[src/rtl/cfgi2c_pkg.sv]
package cfgi2c_pkg;

    localparam int BYTE_W = 8;
    localparam int PTR_W  = 3;

    typedef logic [BYTE_W-1:0] byte_t;
    typedef logic [PTR_W-1:0]  ptr_t;

    typedef enum logic [3:0] {
        ST_IDLE,
        ST_ADDR,
        ST_ADDR_ACK,
        ST_PTR,
        ST_PTR_ACK,
        ST_WDATA,
        ST_WDATA_ACK,
        ST_RDATA,
        ST_RACK
    } fsm_t;

    typedef struct packed {
        logic scl;
        logic sda;
        logic scl_rise;
        logic scl_fall;
        logic start;
        logic stop;
    } bus_ev_t;

    typedef struct packed {
        logic  en;
        ptr_t  addr;
        byte_t data;
    } wr_req_t;

    function automatic logic [1:0] gain_shift_of(input logic [1:0] code);
        case (code)
            2'b00:   return 2'd0;
            2'b01:   return 2'd1;
            2'b10:   return 2'd1;
            default: return 2'd2;
        endcase
    endfunction

    function automatic ptr_t ptr_next(input ptr_t p, input int nreg);
        return (int'(p) == nreg - 1) ? '0 : ptr_t'(p + 1'b1);
    endfunction

endpackage

[src/rtl/cfg_i2c_sync.sv]
module cfg_i2c_sync
    import cfgi2c_pkg::*;
#(
    parameter int STAGES = 2
) (
    input  logic    clk,
    input  logic    rst,
    input  logic    scl_in,
    input  logic    sda_in,
    output bus_ev_t ev
);
    logic [STAGES-1:0] scl_sh, sda_sh;
    logic              scl_p, sda_p;
    logic              scl_q, sda_q;

    always_ff @(posedge clk) begin
        if (rst) begin
            scl_sh <= '1;
            sda_sh <= '1;
            scl_p  <= 1'b1;
            sda_p  <= 1'b1;
        end else begin
            scl_sh <= {scl_sh[STAGES-2:0], scl_in};
            sda_sh <= {sda_sh[STAGES-2:0], sda_in};
            scl_p  <= scl_q;
            sda_p  <= sda_q;
        end
    end

    assign scl_q = scl_sh[STAGES-1];
    assign sda_q = sda_sh[STAGES-1];

    always_comb begin
        ev.scl      = scl_q;
        ev.sda      = sda_q;
        ev.scl_rise = scl_q & ~scl_p;
        ev.scl_fall = ~scl_q & scl_p;
        ev.start    = scl_q & scl_p & sda_p & ~sda_q;
        ev.stop     = scl_q & scl_p & ~sda_p & sda_q;
    end
endmodule

[src/rtl/cfg_i2c_proto.sv]
module cfg_i2c_proto
    import cfgi2c_pkg::*;
#(
    parameter logic [6:0] DEV_ADDR = 7'h4A,
    parameter int         NREG     = 5
) (
    input  logic    clk,
    input  logic    rst,
    input  bus_ev_t ev,
    input  logic    blocked,
    input  byte_t   rd_data,
    output ptr_t    rd_ptr,
    output wr_req_t wr,
    output logic    commit_req,
    output logic    sda_oe
);
    fsm_t        state;
    logic [3:0]  bitcnt;
    byte_t       sh;
    logic        rw;
    logic        dirty;
    logic        acked;
    ptr_t        ptr;

    assign rd_ptr = ptr;

    always_ff @(posedge clk) begin
        if (rst) begin
            state      <= ST_IDLE;
            bitcnt     <= '0;
            sh         <= '0;
            rw         <= 1'b0;
            dirty      <= 1'b0;
            acked      <= 1'b0;
            ptr        <= '0;
            wr         <= '0;
            commit_req <= 1'b0;
            sda_oe     <= 1'b0;
        end else begin
            wr.en      <= 1'b0;
            commit_req <= 1'b0;
            if (ev.start) begin
                sda_oe <= 1'b0;
                bitcnt <= '0;
                state  <= blocked ? ST_IDLE : ST_ADDR;
            end else if (ev.stop) begin
                sda_oe <= 1'b0;
                state  <= ST_IDLE;
                if (dirty) commit_req <= 1'b1;
                dirty  <= 1'b0;
            end else if (state == ST_ADDR || state == ST_PTR || state == ST_WDATA) begin
                if (ev.scl_rise && bitcnt < 4'd8) begin
                    sh     <= {sh[BYTE_W-2:0], ev.sda};
                    bitcnt <= bitcnt + 4'd1;
                end else if (ev.scl_fall && bitcnt == 4'd8) begin
                    bitcnt <= '0;
                    if (state == ST_ADDR) begin
                        if (sh[7:1] == DEV_ADDR) begin
                            rw     <= sh[0];
                            sda_oe <= 1'b1;
                            state  <= ST_ADDR_ACK;
                        end else begin
                            state  <= ST_IDLE;
                        end
                    end else if (state == ST_PTR) begin
                        if (sh < BYTE_W'(NREG)) begin
                            ptr    <= sh[PTR_W-1:0];
                            sda_oe <= 1'b1;
                            state  <= ST_PTR_ACK;
                        end else begin
                            state  <= ST_IDLE;
                        end
                    end else begin
                        wr.en   <= 1'b1;
                        wr.addr <= ptr;
                        wr.data <= sh;
                        ptr     <= ptr_next(ptr, NREG);
                        dirty   <= 1'b1;
                        sda_oe  <= 1'b1;
                        state   <= ST_WDATA_ACK;
                    end
                end
            end else if (state == ST_ADDR_ACK) begin
                if (ev.scl_fall) begin
                    if (rw) begin
                        sh     <= rd_data;
                        sda_oe <= ~rd_data[BYTE_W-1];
                        ptr    <= ptr_next(ptr, NREG);
                        bitcnt <= '0;
                        state  <= ST_RDATA;
                    end else begin
                        sda_oe <= 1'b0;
                        state  <= ST_PTR;
                    end
                end
            end else if (state == ST_PTR_ACK || state == ST_WDATA_ACK) begin
                if (ev.scl_fall) begin
                    sda_oe <= 1'b0;
                    state  <= ST_WDATA;
                end
            end else if (state == ST_RDATA) begin
                if (ev.scl_fall) begin
                    if (bitcnt == 4'd7) begin
                        sda_oe <= 1'b0;
                        bitcnt <= '0;
                        acked  <= 1'b0;
                        state  <= ST_RACK;
                    end else begin
                        sh     <= {sh[BYTE_W-2:0], 1'b0};
                        sda_oe <= ~sh[BYTE_W-2];
                        bitcnt <= bitcnt + 4'd1;
                    end
                end
            end else if (state == ST_RACK) begin
                if (ev.scl_rise) begin
                    acked <= ~ev.sda;
                end else if (ev.scl_fall) begin
                    if (acked) begin
                        sh     <= rd_data;
                        sda_oe <= ~rd_data[BYTE_W-1];
                        ptr    <= ptr_next(ptr, NREG);
                        state  <= ST_RDATA;
                    end else begin
                        state  <= ST_IDLE;
                    end
                end
            end
        end
    end

    AST_OE_SCL_LOW: assert property (@(posedge clk) disable iff (rst)
        (!$stable(sda_oe) && !$past(ev.start) && !$past(ev.stop)) |-> !ev.scl);

    AST_PTR_RANGE: assert property (@(posedge clk) disable iff (rst)
        int'(ptr) < NREG);

endmodule

[src/rtl/cfg_i2c_store.sv]
module cfg_i2c_store
    import cfgi2c_pkg::*;
#(
    parameter int NREG          = 5,
    parameter int COMMIT_CYCLES = 1000,
    parameter int PWRUP_CYCLES  = 400
) (
    input  logic    clk,
    input  logic    rst,
    input  wr_req_t wr,
    input  ptr_t    rd_ptr,
    input  logic    commit_req,
    output byte_t   rd_data,
    output byte_t   ref_o,
    output byte_t   slope_o,
    output logic [1:0] gain_code_o,
    output logic    busy
);
    localparam int CW = $clog2(COMMIT_CYCLES + 1);
    localparam int PW = $clog2(PWRUP_CYCLES + 1);

    byte_t          work [NREG];
    byte_t          keep [NREG];
    logic           commit_act;
    logic [CW-1:0]  commit_cnt;
    logic           pwr_act;
    logic [PW-1:0]  pwr_cnt;

    always_ff @(posedge clk) begin
        if (rst) begin
            for (int i = 0; i < NREG; i++) begin
                work[i] <= '0;
                keep[i] <= '0;
            end
            commit_act <= 1'b0;
            commit_cnt <= '0;
            pwr_act    <= 1'b1;
            pwr_cnt    <= PW'(PWRUP_CYCLES - 1);
        end else begin
            if (wr.en) work[wr.addr] <= wr.data;
            if (pwr_act) begin
                if (pwr_cnt == '0) pwr_act <= 1'b0;
                else               pwr_cnt <= pwr_cnt - 1'b1;
            end
            if (commit_req && !commit_act) begin
                commit_act <= 1'b1;
                commit_cnt <= CW'(COMMIT_CYCLES - 1);
            end else if (commit_act) begin
                if (commit_cnt == '0) begin
                    commit_act <= 1'b0;
                    keep       <= work;
                end else begin
                    commit_cnt <= commit_cnt - 1'b1;
                end
            end
        end
    end

    assign busy        = pwr_act | commit_act;
    assign rd_data     = keep[rd_ptr];
    assign ref_o       = keep[0];
    assign slope_o     = keep[1];
    assign gain_code_o = keep[2][1:0];

    generate
        for (genvar g = 0; g < NREG; g++) begin : g_hold
            AST_KEEP_HOLD: assert property (@(posedge clk) disable iff (rst)
                !($past(commit_act) && !commit_act) |-> $stable(keep[g]));
        end
    endgenerate

    AST_NO_LOST_COMMIT: assert property (@(posedge clk) disable iff (rst)
        commit_req |-> !commit_act);

endmodule

[src/rtl/cfg_i2c_target.sv]
module cfg_i2c_target
    import cfgi2c_pkg::*;
#(
    parameter logic [6:0] DEV_ADDR      = 7'h4A,
    parameter int         NREG          = 5,
    parameter int         SYNC_STAGES   = 2,
    parameter int         COMMIT_CYCLES = 1000,
    parameter int         PWRUP_CYCLES  = 400
) (
    input  logic       clk,
    input  logic       rst,
    input  logic       scl_in,
    input  logic       sda_in,
    output logic       sda_oe,
    output logic       busy,
    output logic [7:0] ref_code,
    output logic [7:0] slope_code,
    output logic [1:0] gain_shift
);
    bus_ev_t    ev;
    wr_req_t    wr;
    ptr_t       rd_ptr;
    byte_t      rd_data;
    logic       commit_req;
    logic [1:0] gain_code;

    cfg_i2c_sync #(.STAGES(SYNC_STAGES)) u_sync (
        .clk    (clk),
        .rst    (rst),
        .scl_in (scl_in),
        .sda_in (sda_in),
        .ev     (ev)
    );

    cfg_i2c_proto #(.DEV_ADDR(DEV_ADDR), .NREG(NREG)) u_proto (
        .clk        (clk),
        .rst        (rst),
        .ev         (ev),
        .blocked    (busy),
        .rd_data    (rd_data),
        .rd_ptr     (rd_ptr),
        .wr         (wr),
        .commit_req (commit_req),
        .sda_oe     (sda_oe)
    );

    cfg_i2c_store #(
        .NREG          (NREG),
        .COMMIT_CYCLES (COMMIT_CYCLES),
        .PWRUP_CYCLES  (PWRUP_CYCLES)
    ) u_store (
        .clk         (clk),
        .rst         (rst),
        .wr          (wr),
        .rd_ptr      (rd_ptr),
        .commit_req  (commit_req),
        .rd_data     (rd_data),
        .ref_o       (ref_code),
        .slope_o     (slope_code),
        .gain_code_o (gain_code),
        .busy        (busy)
    );

    assign gain_shift = gain_shift_of(gain_code);

    AST_QUIET_WHEN_BUSY: assert property (@(posedge clk) disable iff (rst)
        (busy && $past(busy)) |-> !sda_oe);

endmodule

[config.mk]
export PLATFORM = sky130hd
export DESIGN_NAME = cfg_i2c_target
export DESIGN_NICKNAME = d
export VERILOG_FILES = /design/src/rtl/cfgi2c_pkg.sv /design/src/rtl/cfg_i2c_sync.sv /design/src/rtl/cfg_i2c_proto.sv /design/src/rtl/cfg_i2c_store.sv /design/src/rtl/cfg_i2c_target.sv
export SDC_FILE = /design/constraint.sdc
export NUM_CORES = 1
export LEC_CHECK = 0
export BUFFER_PORTS_ARGS = -buffer_cell sky130_fd_sc_hd__buf_2
export CORE_ASPECT_RATIO = 1.5
export CORE_MARGIN = 2
export CORE_UTILIZATION = 59
export CTS_CLUSTER_DIAMETER = 80
export DETAILED_ROUTE_END_ITERATION = 16
export GPL_TIMING_DRIVEN = 0
export PLACE_DENSITY = 0.76
export SKIP_LAST_GASP = 1
export SLEW_MARGIN = 20
export SYNTH_ARGS = -nofsm -noshare
export SYNTH_HDL_FRONTEND = slang
export SYNTH_SLANG_ARGS = --single-unit
[constraint.sdc]
create_clock -name clk -period 2.3 [get_ports clk]
set_input_delay 0.23 -clock clk [delete_from_list [all_inputs] [get_ports clk]]
set_output_delay 0.23 -clock clk [all_outputs]
set_load 0.05 [all_outputs]
==> impl_table.tex, run 1 <==
\begin{tabular}{lr}
\hline
Metric & Value \\
\hline
\multicolumn{2}{l}{\textbf{Run status}} \\
Run status & finished, final reports clean \\
\multicolumn{2}{l}{\textbf{Clocking}} \\
TritonCTS clock tree & built \\
Later-pin clock latency in the skew report & 0.42 ns \\
Number of buffers inserted during clock tree synthesis & 17 \\
Root Buffer & clkbuf\_16 \\
Sink Count & 143 \\
Max clock buf depth & 2 \\
CTS H-tree depth & 4 \\
Clock edge transition at the registers on the reported setup and hold paths & 0.06 ns \\
\multicolumn{2}{l}{\textbf{Setup path}} \\
Start-to-end type of the worst setup path & flip-flop to flip-flop \\
Maximum fanout along the worst path & 4 \\
RR Startpoint & u\_proto.bitcnt[0] \\
Timing startpoint of the critical path & u\_proto.bitcnt[0] \\
Kind of start point of the critical path & flip-flop \\
Required @ worst endpoint & 2.59 ns \\
Critical Path End Type & flip-flop \\
Data arrival, critical path & 2.53 ns \\
\multicolumn{2}{l}{\textbf{Synthesis}} \\
Sequential-to-total area share from yosys stat & 0.427 \\
Synth Net Count & 790 \\
Count of flip-flops with a built-in enable after synthesis & 0 \\
Cells after Synth & 778 \\
Flip-flop cell with the highest count after synthesis & dfxtp\_1 \\
Cell taking the most area after synthesis & dfxtp\_1 \\
Most numerous cell types in the synthesized netlist & dfxtp\_1 (143), nand2\_1 (143), nor2\_1 (68) \\
Per-instance average area after synthesis & 8.62 µm² \\
Post-Syn Area & 6710 µm² \\
Yosys cell types & 70 \\
Top cells by area, synth & dfxtp\_1 (43\%), nand2\_1 (8.0\%), a21oi\_2 (4.7\%) \\
Yosys reg bits & 143 \\
Fraction of post-synthesis cell area in the top cell type by area & 0.427 \\
Fraction of registers with async set or reset after synthesis & 0 \\
Yosys Warn Count & 0 \\
\multicolumn{2}{l}{\textbf{Global routing}} \\
Wire length of the first global-routing pass & 29300 µm \\
Combined global-route utilization of all metal layers & 0.307 \\
Vias in the first global route & 5923 \\
Remaining Overflow, GRT & 0 \\
Pin count of the biggest net entering global routing & 17 \\
Initial antenna violation count & 0 \\
\multicolumn{2}{l}{\textbf{Routing}} \\
Number of search-and-repair iterations in the first detailed-routing pass & 5 \\
Detailed-route wire length per cell & 19.0 µm \\
Per-cell via count in the routed design & 6.01 \\
Vias post-DR & 5888 \\
Number of antenna-violating nets in the routed design & 0 \\
Number of DRC violations after detailed routing & 0 \\
Starting DRT DRC Count & 478 \\
Drt total wl & 18600 µm \\
\multicolumn{2}{l}{\textbf{Pwr}} \\
Leak Pwr & 2.68 nW \\
Maximum vdd drop & 541 µV \\
Cell area power density & 711 nW/µm² \\
Total power after layout & 0.00539 W \\
\multicolumn{2}{l}{\textbf{Layout}} \\
Total of fill cells in the finished design & 936 \\
Final-stage net count & 833 \\
Area growth from synthesis to layout & 13.1\% \\
Layout cells sized above 1 & 0.182 \\
Final design instance area without fill & 7590 µm² \\
Antenna diode instance count & 0 \\
\multicolumn{2}{l}{\textbf{Die}} \\
Floorplan row count & 47 \\
Top-level port count & 24 \\
Core area & 11100 µm² \\
Initial standard-cell utilization of the core & 0.607 \\
Die Wd & 91.1 µm \\
DIE HEIGHT & 135 µm \\
DIE AREA & 12300 µm² \\
\multicolumn{2}{l}{\textbf{STA}} \\
Share of the clock period used by the worst path after layout & 0.975 \\
Number of failing setup endpoints in the final timing report & 0 \\
Final number of max-transition violations & 0 \\
Worst Tran Pin Value & 0.850 ns \\
Final worst path period need & 2.24 ns \\
Worst Clk Skew & 0.00690 ns \\
Final sum of negative setup slack & 0 ns \\
Unrepaired setup endpoints after global routing & true \\
Remaining max-slew budget at the tightest pin & 0.428 \\
Achievable clock frequency & 446 MHz \\
Count of final hold-check violations & 0 \\
\multicolumn{2}{l}{\textbf{Placed design}} \\
Port buffer count & 23 \\
Detailed placer's ending HPWL & 13500 µm \\
DP Area & 7010 µm² \\
Weighted congestion at the end of routability-driven global placement & 0.989 \\
\multicolumn{2}{l}{\textbf{Hold path}} \\
Min-delay src & scl\_in \\
Path class of the lowest-slack min-delay path & input pin to flip-flop \\
\multicolumn{2}{l}{\textbf{Flow run}} \\
\# Max-Cap Violations & 0 \\
\hline
\end{tabular}
[state kept, by name, indices dropped and copies added (netlist names), 2 cells and up]
signal / count
u_store.keep: 22
u_proto.state: 4
u_sync.scl_sh: 2
u_store.work: 40
u_store.pwr_cnt: 9
u_store.ref_o: 8
u_proto.wr: 12
u_store.gain_code_o: 2
u_sync.sda_sh: 2
u_proto.bitcnt: 4
u_proto.sh: 8
u_proto.rd_ptr: 3
u_store.slope_o: 8
u_store.commit_cnt: 10
[timing repair]
action,CTS,global route
hold buffers,0,1
hold endpoints to repair,0,1
buffers inserted,0,0
gates resized for setup,0,6
endpoints found under the setup margin,0,17
[metal layers]
layer	share of wire	global-route usage
met5	0	0
met4	0.071	0.226
met3	0.047	0.0497
met2	0.52	0.567
met1	0.36	0.308
[worst paths after layout]
kind                                         end  slack, ns  depth (start not counted)
worst min register to register  u_sync.sda_sh[1]       0.43                          1
worst min-delay path            u_sync.scl_sh[0]       0.01                          2
worst max register to register    u_proto.sda_oe       0.06                          7
worst max-delay path              u_proto.sda_oe       0.06                          7
[worst max-delay path, stage by stage, from the launching register on]
cell and delay [ns]:
dfxtp_1 0.33, inv_1 0.09, ha_1 0.18, nand3b_1 0.22, a311oi_1 0.52, o21ai_0 0.26, a2111oi_1 0.43, nor4_1 0.08
[cells in the final DEF (no fill, tap or decap), types with 17 or more instances in the layout]
| master | netlist | routed |
|---|---|---|
| nor2_1 | 68 | 68 |
| dfxtp_1 | 143 | 143 |
| a21oi_1 | 55 | 55 |
| nand2b_1 | 25 | 25 |
| clkbuf_16 | 0 | 17 |
| buf_4 | 19 | 19 |
| nand2_1 | 143 | 143 |
| clkbuf_1 | 29 | 30 |
| a21oi_2 | 36 | 36 |
| nand3_1 | 18 | 18 |
| mux2i_1 | 31 | 31 |
| buf_2 | 7 | 30 |
[cell families (layout without fill, tap and decap cells)]
logic type | count (synthesis) | count (layout) | share of synthesized area
and+or+nand+nor | 339 | 339 | 0.244
DFF | 143 | 143 | 0.427
muxes | 40 | 40 | 0.0731
AOI/OAI and AO/OA | 159 | 159 | 0.166
xor gates and xnor gates | 11 | 11 | 0.0144
adders and majority gates | 8 | 8 | 0.0149
buffers and inverters | 78 | 133 | 0.0612
[cell type report]
type | count | area, µm² | area share
Sequential cell | 143 | 2860 | 0.377
Inverter | 15 | 56.3 | 0.00742
Multi-Input combinational cell | 557 | 3460 | 0.455
Clock inverter | 10 | 90.1 | 0.0119
Timing Repair Buffer | 24 | 125 | 0.0165
Buffer | 63 | 355 | 0.0468
Clock buffer | 21 | 460 | 0.0607
Tap cell | 147 | 184 | 0.0242
[per-stage QoR]
step	hold slack, ns	utilization	cells	worst slack, ns
floorplan	0.334	-	778	0.389
global placement	0.399	0.634	948	0.0947
detailed placement	0.416	0.634	948	0.0637
CTS	0.00381	0.684	979	0.00439
global route	0.00608	0.687	980	-0.196
finish	0.0145	0.687	980	0.0566
[power breakdown]
group,total (W),leakage [nW],switching (W),internal (W)
registers,0.00251,1.15,0.0000175,0.00249
logic,0.000296,1.26,0.000202,0.0000939
clock network,0.00259,0.265,0.00105,0.00153
(Power assumes the default switching activity.)
==> run 2: changes to the inputs <==
CORE_UTILIZATION = 56   (was 59)
PLACE_DENSITY = unset   (was 0.76)
PLACE_DENSITY_LB_ADDON = 0.12   (was unset)
clock period = 1.9 ns   (was 2.3 ns; I/O delays follow)
==> run 2 against run 1 <==
Compared with the run above: the run now ends with setup timing left; maximum frequency grew 17%; register-to-register slack got worse by 0.08 ns; clock-buffer cell count down 4; global-route usage fell by 0.13 points; via count grew 3.0%; power rose by 30%; clock power grew 35%; critical endpoint unchanged.
==> impl_table.tex, run 2 (synthesized netlist as in run 1, its figures left out) <==
\begin{tabular}{lr}
\hline
Metric & Value \\
\hline
\multicolumn{2}{l}{\textbf{Run status}} \\
Run status & finished with violations (was finished, final reports clean) \\
Violated checks & setup timing \\
\multicolumn{2}{l}{\textbf{Pwr}} \\
Cell area power density & 831 nW/µm² (was 711 nW/µm²) \\
Leak Pwr & 3.05 nW (was 2.68 nW) \\
Maximum vdd drop & 672 µV (was 541 µV) \\
Cell-internal power & 0.00520 W (was 0.00412 W) \\
Portion of total power attributed to combinational logic & 0.065 (was 0.055) \\
Psw & 0.00180 W (was 0.00127 W) \\
Clock share of power & 0.501 (was 0.480) \\
Fraction of power spent switching nets & 0.257 (was 0.236) \\
Fraction of power consumed by sequential logic & 0.434 (was 0.465) \\
Total power after layout & 0.00700 W (was 0.00539 W) \\
\multicolumn{2}{l}{\textbf{Die}} \\
Top-level port count & 24 (unchanged) \\
Floorplan row count & 49 (was 47) \\
DIE AREA & 12900 µm² (was 12300 µm²) \\
Initial standard-cell utilization of the core & 0.567 (was 0.607) \\
Core area & 11800 µm² (was 11100 µm²) \\
Die Wd & 93.4 µm (was 91.1 µm) \\
DIE HEIGHT & 138 µm (was 135 µm) \\
\multicolumn{2}{l}{\textbf{STA}} \\
Count of final hold-check violations & 0 (unchanged) \\
Number of failing setup endpoints in the final timing report & 1 (was 0) \\
Final number of max-transition violations & 0 (unchanged) \\
Final worst path period need & 1.92 ns (was 2.24 ns) \\
Worst Tran Pin Value & 0.885 ns (was 0.850 ns) \\
Worst Clk Skew & 0.0105 ns (was 0.00690 ns) \\
Remaining max-slew budget at the tightest pin & 0.410 (was 0.428) \\
Unrepaired setup endpoints after global routing & true (unchanged) \\
Achievable clock frequency & 520 MHz (was 446 MHz) \\
Share of the clock period used by the worst path after layout & 1.01 (was 0.975) \\
Crit path setup slack, layout & -0.0243 ns (was 0.0566 ns) \\
\multicolumn{2}{l}{\textbf{Setup path}} \\
Critical path endpoint & u\_proto.sda\_oe (unchanged) \\
Maximum fanout along the worst path & 4 (unchanged) \\
Start-to-end type of the worst setup path & flip-flop to flip-flop (unchanged) \\
Required @ worst endpoint & 2.19 ns (was 2.59 ns) \\
Worst path bufs/invs & 2 (was 1) \\
Timing startpoint of the critical path & u\_proto.bitcnt[0] (unchanged) \\
Data arrival, critical path & 2.22 ns (was 2.53 ns) \\
Cells along the critical path & inv\_2 > ha\_2 > nand3b\_1 > buf\_4 > a311oi\_4 > o21ai\_2 > a2111oi\_4 > nor4\_1 (was inv\_1 > ha\_1 > nand3b\_1 > a311oi\_1 > o21ai\_0 > a2111oi\_1 > nor4\_1) \\
Register-to-register setup slack & -0.02 ns (was 0.06 ns) \\
Kind of start point of the critical path & flip-flop (unchanged) \\
Critical Path End Type & flip-flop (unchanged) \\
Crit path max-delay cell type & a2111oi\_4 (was a311oi\_1) \\
Crit path max-delay family & compound AO/OA/AOI/OAI gates (unchanged) \\
RR Startpoint & u\_proto.bitcnt[0] (unchanged) \\
Delay of the slowest cell on the worst path & 0.36 ns (was 0.52 ns) \\
Worst r2r path cells & 8 (was 7) \\
R2R Path End & u\_proto.sda\_oe (unchanged) \\
Stages on the worst setup path & 8 (was 7) \\
\multicolumn{2}{l}{\textbf{Global routing}} \\
Vias in the first global route & 5974 (was 5923) \\
Remaining Overflow, GRT & 0 (unchanged) \\
Pin count of the biggest net entering global routing & 17 (unchanged) \\
Combined global-route utilization of all metal layers & 0.306 (was 0.307) \\
Wire length of the first global-routing pass & 30700 µm (was 29300 µm) \\
Initial antenna violation count & 0 (unchanged) \\
\multicolumn{2}{l}{\textbf{Layout}} \\
Biggest registers after layout & u\_store.work (40), u\_store.keep (22), u\_proto.wr (12) (unchanged) \\
Most common cell after layout, fill and taps aside & nand2\_1 \\
Share of the core filled with cells in the final layout & 0.711 (was 0.687) \\
Register ranked first by flip-flop count & u\_store.work (unchanged) \\
Most frequent cells in the layout & nand2\_1 (133), dfxtp\_1 (130), nor2\_1 (65), a21oi\_1 (50), buf\_4 (48) (was nand2\_1 (143), dfxtp\_1 (143), nor2\_1 (68), a21oi\_1 (55), a21oi\_2 (36)) \\
Final design instance area without fill & 8420 µm² (was 7590 µm²) \\
Number of flip-flops under the largest register name & 40 (unchanged) \\
Final-stage net count & 865 (was 833) \\
Antenna diode instance count & 0 (unchanged) \\
Total of fill cells in the finished design & 883 (was 936) \\
Final standard cell count with taps included and fillers excluded & 1019 (was 980) \\
Layout cells sized above 1 & 0.296 (was 0.182) \\
Area growth from synthesis to layout & 25.5\% (was 13.1\%) \\
\multicolumn{2}{l}{\textbf{Clocking}} \\
TritonCTS clock tree & built (unchanged) \\
Sink Count & 143 (unchanged) \\
Max clock buf depth & 2 (unchanged) \\
Later-pin clock latency in the skew report & 0.43 ns (was 0.42 ns) \\
CTS H-tree depth & 4 (unchanged) \\
Number of buffers inserted during clock tree synthesis & 17 (unchanged) \\
Clock edge transition at the registers on the reported setup and hold paths & 0.07 ns (was 0.06 ns) \\
Root Buffer & clkbuf\_16 (unchanged) \\
\multicolumn{2}{l}{\textbf{Routing}} \\
Drt total wl & 19900 µm (was 18600 µm) \\
Starting DRT DRC Count & 362 (was 478) \\
Vias post-DR & 6065 (was 5888) \\
Detailed-route wire length per cell & 19.5 µm (was 19.0 µm) \\
Number of DRC violations after detailed routing & 0 (unchanged) \\
Number of search-and-repair iterations in the first detailed-routing pass & 5 (unchanged) \\
Per-cell via count in the routed design & 5.95 (was 6.01) \\
Number of antenna-violating nets in the routed design & 0 (unchanged) \\
\multicolumn{2}{l}{\textbf{Hold path}} \\
Path class of the lowest-slack min-delay path & input pin to flip-flop (unchanged) \\
\multicolumn{2}{l}{\textbf{Placed design}} \\
Number of cells after detailed placement & 954 (was 948) \\
Port buffer count & 23 (unchanged) \\
Detailed placer's ending HPWL & 13500 µm (about the same) \\
Weighted congestion at the end of routability-driven global placement & 0.974 (was 0.989) \\
DP Area & 7020 µm² (was 7010 µm²) \\
\multicolumn{2}{l}{\textbf{Flow run}} \\
\# Max-Cap Violations & 0 (unchanged) \\
\hline
\end{tabular}
## run 2: changes by cell type in the layout (fill, tap and decap cells not counted), moves of 7 or more
cell,delta
nand2_2,+7
inv_6,+7
dfxtp_2,+10
dfxtp_1,-13
clkbuf_1,-11
nand2_1,-10
buf_4,+29
## run 2: worst reg2reg max path, stage by stage (launching register included)
cell and delay, ns:
dfxtp_2 0.34, inv_2 0.06, ha_2 0.16, nand3b_1 0.15
buf_4 0.20, a311oi_4 0.30, o21ai_2 0.16, a2111oi_4 0.36
nor4_1 0.07
## run 2: power groups by stage
stage	sequential [W]	combinational (W)	clock, W
2_1_floorplan	0.00310	0.000246	0
3_3_place_gp	0.00310	0.000338	0
3_5_place_dp	0.00310	0.000341	0
4_1_cts	0.00303	0.000376	0.00351
5_1_grt	0.00304	0.000483	0.00365
6_report	0.00304	0.000455	0.00350
## run 2: layer usage
layer  up-vias  GRT usage  wire length, µm
li1       2839          -                -
met1      2909      0.320             7260
met2       237      0.546            10600
met3        80     0.0545              837
met4         0      0.201             1160
met5         -          0                0
## run 2: how the worst min path moves through the flow
stage | endpoint | slack (ns) | from | depth (start not counted)
finish | u_proto.bitcnt[0] | 0.22 | rst | 3
global route | u_proto.rd_ptr[2] | 0.24 | rst | 3
CTS | u_proto.rd_ptr[2] | 0.22 | rst | 3
detailed placement | u_sync.sda_sh[0] | 0.39 | sda_in | 2
global placement | u_sync.sda_sh[0] | 0.39 | sda_in | 2
floorplan | u_sync.scl_sh[0] | 0.29 | scl_in | 1
## run 2: timing repair
item                                    4_1_cts  5_1_grt
pin swaps                                    17       16
endpoints found under the setup margin       75       92
hold buffers                                  2        0
buffers inserted                             12       18
endpoints found under the hold margin         2        0
cloned                                        4        1
gates resized for setup                      72       61
## run 2: layout make-up
cell class,count,area [µm²],share of cell area
Buffer,59,428,0.0508
Clock buffer,17,425,0.0505
Clock inverter,15,186,0.0221
Inverter,15,60.1,0.00713
Multi-Input combinational cell,557,3760,0.447
Sequential cell,143,2890,0.343
Tap cell,153,191,0.0227
Timing Repair Buffer,60,475,0.0565
## run 2: stage by stage
| step | setup WS [ns] | TNS (ns) | hold slack [ns] |
|---|---|---|---|
| floorplan | 0.0624 | 0 | 0.294 |
| CTS | -0.0806 | -1.28 | 0.221 |
| global placement | -0.355 | -16.05 | 0.392 |
| detailed placement | -0.343 | -16.36 | 0.391 |
| finish | -0.0243 | -0.0243 | 0.217 |
| global route | -0.0540 | -0.183 | 0.245 |
